<file path="src/rtl/lpbk_resync_ctl.sv">
module lpbk_resync_ctl #(
  parameter int EOF_TICKS = 12,
  parameter int IFS_TICKS = 20
) (
  input  logic       clk,
  input  logic       rst_n,
  input  logic       reg_we,
  input  logic [7:0] reg_wdata,
  output logic [7:0] reg_rdata,
  input  logic       tx_raw,
  input  logic       phy_rx,
  input  logic       cpu_wait,
  output logic       bus_drive_en,
  output logic       ll_rx,
  output logic       rx_allow,
  output logic       tx_allow,
  output logic       clk_en
);
  localparam int CW = $clog2(IFS_TICKS + 1);
  localparam logic [CW-1:0] EOF_C = CW'(EOF_TICKS);
  localparam logic [CW-1:0] IFS_C = CW'(IFS_TICKS);

  logic          alb_q, dlb_q, wcs_q;
  logic          rx_ok, tx_ok;
  logic [CW-1:0] idle_cnt, idle_nxt;

  assign reg_rdata    = {5'b0, wcs_q, dlb_q, alb_q};
  assign bus_drive_en = ~alb_q;
  assign ll_rx        = (dlb_q | alb_q) ? tx_raw : phy_rx;
  assign clk_en       = ~(cpu_wait & wcs_q);
  assign rx_allow     = rx_ok & ~alb_q;
  assign tx_allow     = tx_ok & ~alb_q;
  assign idle_nxt     = phy_rx ? '0 : (idle_cnt == IFS_C ? idle_cnt : idle_cnt + 1'b1);

  always_ff @(posedge clk or negedge rst_n) begin
    if (!rst_n) begin
      alb_q <= 1'b1;
      dlb_q <= 1'b1;
      wcs_q <= 1'b0;
    end else if (reg_we) begin
      alb_q <= reg_wdata[0];
      dlb_q <= reg_wdata[1];
      wcs_q <= reg_wdata[2];
    end
  end

  always_ff @(posedge clk or negedge rst_n) begin
    if (!rst_n) begin
      idle_cnt <= '0;
      rx_ok    <= 1'b0;
      tx_ok    <= 1'b0;
    end else if (alb_q) begin
      idle_cnt <= '0;
      rx_ok    <= 1'b0;
      tx_ok    <= 1'b0;
    end else if (clk_en && !tx_ok) begin
      idle_cnt <= idle_nxt;
      if (idle_nxt >= EOF_C) rx_ok <= 1'b1;
      if (idle_nxt >= IFS_C) tx_ok <= 1'b1;
    end
  end
endmodule


</file>
<file path="config.mk">
export PLATFORM = sky130hd
export DESIGN_NAME = lpbk_resync_ctl
export DESIGN_NICKNAME = d
export VERILOG_FILES = /design/src/rtl/lpbk_resync_ctl.sv
export SDC_FILE = /design/constraint.sdc
export NUM_CORES = 1
export LEC_CHECK = 0
export CAP_MARGIN = 40
export CORE_UTILIZATION = 25
export CTS_BUF_LIST = sky130_fd_sc_hd__clkbuf_2 sky130_fd_sc_hd__clkbuf_4 sky130_fd_sc_hd__clkbuf_8
export DETAILED_ROUTE_END_ITERATION = 7
export DONT_BUFFER_PORTS = 1
export PLACE_DENSITY = 0.52
export SLEW_MARGIN = 20
export SYNTH_ARGS = -nofsm -noshare
export SYNTH_HDL_FRONTEND = slang
export SYNTH_SLANG_ARGS = --single-unit
</file>
<file path="constraint.sdc">
create_clock -name clk -period 1.3 [get_ports clk]
set_input_delay 0.13 -clock clk [delete_from_list [all_inputs] [get_ports clk]]
set_output_delay 0.13 -clock clk [all_outputs]
set_load 0.05 [all_outputs]
</file>
-- After elaboration in Yosys (flattened, before gate mapping)
Index checks and enable logic that the tools add are counted.
- register bits after elaboration: 10
- input bits: 14
- output and inout port bits: 13
- logic and storage cells: 34
- add/sub/neg operators: 1
- order comparisons: 2
- eq/ne operators: 1
- mux-type cells: 11
- bitwise gates (word level): 6
- reductions and logical operators: 7
- operators by type and width (cell ; number):
    $mux 5 ; 4
    $mux 1 ; 7
    $reduce_bool 2->1 ; 3
    $add 5x1->5 const B ; 1
    $eq 5x5->1 const B ; 1
    $ge 5x4->1 const B ; 1
    $ge 5x5->1 const B ; 1
    $reduce_and 2->1 ; 2
    $and 1x1->1 ; 3
    $not 1->1 ; 2
    $logic_and 1x1->1 ; 1
    $logic_not 1->1 ; 1
    $or 1x1->1 ; 1

-- Logic depth before layout (Yosys ltp)
- depth after elaboration: 7
- depth in mapped cells: 6

-- Worst setup path after synthesis
No wires, ideal clock.
- kind: register to register
- start: register alb_q
- end: register tx_ok
- data arrival time: 1.386 ns
- setup slack: -0.159 ns
- cell stages (with the launch flop): 4
- buffers on the path: 1
- clock period less this slack: 1.459 ns
- path through: dfstp_2 buf_2 nor2b_1 a41o_1
- longest elaborated chain between the ends: 2
- elaborated cells between the ends (all ways): 4
- those cells by class: mux: 1; reduce/logical: 3
- RTL lines (item ; RTL line ; text):
    from (decl) ; 23 ; logic alb_q, dlb_q, wcs_q;
    from (signal assigned) ; 41 ; alb_q <= reg_wdata[0];
    $reduce_bool 2->1 (no line) ; n/a ;
    $reduce_and 2->1 (no line) ; n/a ;
    to (signal assigned) ; 51 ; tx_ok <= 1'b0;
    to (signal assigned) ; 55 ; tx_ok <= 1'b0;
    to (signal assigned) ; 59 ; if (idle_nxt >= IFS_C) tx_ok <= 1'b1;
    to (decl) ; 24 ; logic rx_ok, tx_ok;
Several ways; a longest one is shown, not always the timed one.
A chain may end at the register's enable or synchronous reset.

-- Worst setup path in the final report
- start: register alb_q
- end: output port ll_rx
- longest elaborated chain between the ends: 2
- RTL lines (item ; RTL line ; text):
    $or 1x1->1 ; 29 ; assign ll_rx = (dlb_q | alb_q) ? tx_raw : phy_rx;
    $mux 1 ; 29 ;
    to (decl) ; 14 ; output logic ll_rx,
Every way passes these cells.

==> qor.yml <==
grt_busiest_layer: "met2"
async_flop_share_pct: 100
clk_path_buf_depth: 2
dp_cells: 108
drv_slew: 0
stdcell_count: 115
drive_gt1_share_pct: 49.4
peakVddDrop_mv: 0.595
use_met2_pct: 17.1
dp_hpwl_um: 998
p_sw_mw: 0.282
synth-edff-count: 0
mostFrequentLayoutCells: "buf_4 (12), nor2_1 (7), dfrtp_1 (6)"
start_util_pct: 26.5
clock_power_share_pct: 28.2
place_area_um2: 766
yosys.area_share.adder_pct: 3.81
place.gp.congestion: 0.752
synth_seq_cells: 10
cp_top_family: "flip-flops"
min_period_ps: 1390
synth-xor-area-share_pct: 4.00
maxCapViolCount: 0
postCtsSetupRepairBufs: 0
io_pins: 27
drt-initial-drc-count: 4
final_antenna_net_count: 0
dieArea_um2: 2840
fin_skew_ps: 6.21
fin_nets: 102
grt_start_max_net_pins: 11
finalCritPeriodShare_pct: 107
syn-mean-instance-area_um2: 9.52
p_comb_share_pct: 30.9
syn_inst: 69
area_growth_pct: 37.1
power_leakage_nw: 0.396
fmax_ghz: 0.717
synth_top_family_by_area: "compound AO/OA/AOI/OAI gates"
crit_path_cell_trace: "nor2_1 > mux2_2 > buf_12"
dp_worst_setup_slack_ps: -76.6
ys.warnings.count: 0
critical_path_class: "reg -> out"
fin_ws_ps: -94.4
first_global_vias: 468
slowest_stage: "dfstp_2"
via_per_inst: 4.55
vias: 523
muxShareOfSynthArea_pct: 7.43
die_y_um: 53.3
hold_path_class: "in -> reg"
p_per_area_nw_per_um2: 938
seq_area_frac_synth_pct: 38.5
tritoncts_num_sinks: 10
post-route-util_pct: 36.4
cts_tree: "done"
clk_latency_ps: 260
wirelength_um: 1350
fillers: 267
status: "complete, but fails checks"
p_int_mw: 0.563
rows: 18
violations: "negative setup slack"
drc: 0
finish.instance_area_um2: 901
start_kind: "flip-flop"
switching_share_pct: 33.4
cts_made_buffers: 3
power_frac_seq_pct: 41.0
holdWs_ps: 7.91
core_area_um2: 2480
cp-end-kind: "output port"
cp.required_ps: 1170
cpPeakStageDelay_ps: 530
fp.dieW_um: 53.3
critPathBufInv: 1
io_buffers: 0
synthFlopType: "dfrtp_1"
drtPass1Iterations: 4
synth_cell_type_count: 30
wire_per_inst_um: 11.7
hold_violations: 0
final_common_cell: "buf_4"
n_antenna_cell: 0
use_met3_pct: 1.15
synth_compound_gate_area_share_pct: 16.2
htree_levels: 1
power_mw: 0.845
rsz0062_at_grt: "true"
fin_tns_setup_ps: -298
critPathMaxFanout: 2
grt_overflow: 0
synthSimpleGateAreaFrac_pct: 15.6
report.final.setup_viol: 6
grt_usage_pct: 10.2
antenna_found_initial: 0
cts_root_buffer: "clkbuf_4"
syn_area_um2: 657
grt_pass1_wl_um: 2080
clkTransAtPathRegs_ps: 60
crit_arrival_ps: 1260
grt_use_met1_pct: 13.2
==> power by group through the flow <==
stage	clock [mW]	sequential, mW	combinational [mW]
3_3_place_gp	0	0.347	0.227
3_5_place_dp	0	0.347	0.229
6_report	0.238	0.346	0.261
2_1_floorplan	0	0.349	0.183
4_1_cts	0.251	0.342	0.246
5_1_grt	0.261	0.348	0.280
==> synthesized netlist by cell type (2+ instances only) <==
cell type  number  area (µm²)
nor2b_1         2        12.5
nor2_1          7        26.3
inv_1           4        15.0
o21ai_0         3        15.0
dfrtp_1         8         200
xnor2_1         2        17.5
ha_1            2        25.0
dfstp_2         2        52.6
buf_4           8        60.1
nand2_1         4        15.0
a21oi_1         4        20.0
a22oi_1         3        22.5
mux2_2          2        22.5
nor3_1          2        10.0
==> layout make-up <==
type | count | area [µm²] | area share (%)
inverter | 4 | 15.0 | 1.67
multi-input combinational | 49 | 400 | 44.4
tap | 30 | 37.5 | 4.17
timing repair buffer | 18 | 163 | 18.1
clock buffer | 4 | 30.0 | 3.33
sequential | 10 | 255 | 28.3
==> timing repair <==
item	in CTS	in global routing
hold endpoints to repair	11	0
setup endpoints to repair	9	11
hold buffers	3	0
pin swaps	1	1
resized for setup	3	15
==> routing by layer <==
| metal | share of wire, % | vias to the layer above |
|---|---|---|
| met5 | 0 | - |
| met1 | 45 | 248 |
| li1 | - | 255 |
| met3 | 4.7 | 2 |
| met2 | 50 | 18 |
| met4 | 0.37 | 0 |
==> cells by family (layout without fill, tap and decap cells) <==
logic type / count (synthesis) / in the layout
AND/OR/NAND/NOR: 19 / 19
AO/OA/AOI/OAI: 16 / 16
buffers and inverters: 14 / 26
flip-flops: 10 / 10
multiplexers: 4 / 4
XOR/XNOR: 3 / 3
adder cells (fa/ha/maj): 2 / 2
other: 1 / 5
==> flip-flops by register name, summed over array words and instances, names as in the netlist <==
| name | flops |
|---|---|
| rx_ok | 1 |
| dlb_q | 1 |
| idle_cnt | 5 |
| alb_q | 1 |
| wcs_q | 1 |
| tx_ok | 1 |
==> worst paths after layout <==
kind / startpoint / to / slack (ps) / cells after the start
min in group asynchronous: rst_n / tx_ok / 260 / 1
max in group asynchronous: rst_n / idle_cnt[0] / 680 / 1
min reg2reg: rx_ok / rx_ok / 550 / 2
max: alb_q / ll_rx / -90 / 3
max reg2reg: idle_cnt[1] / rx_ok / -80 / 6
min: reg_we / alb_q / 8 / 2
Power figures use the tool's default switching activity.
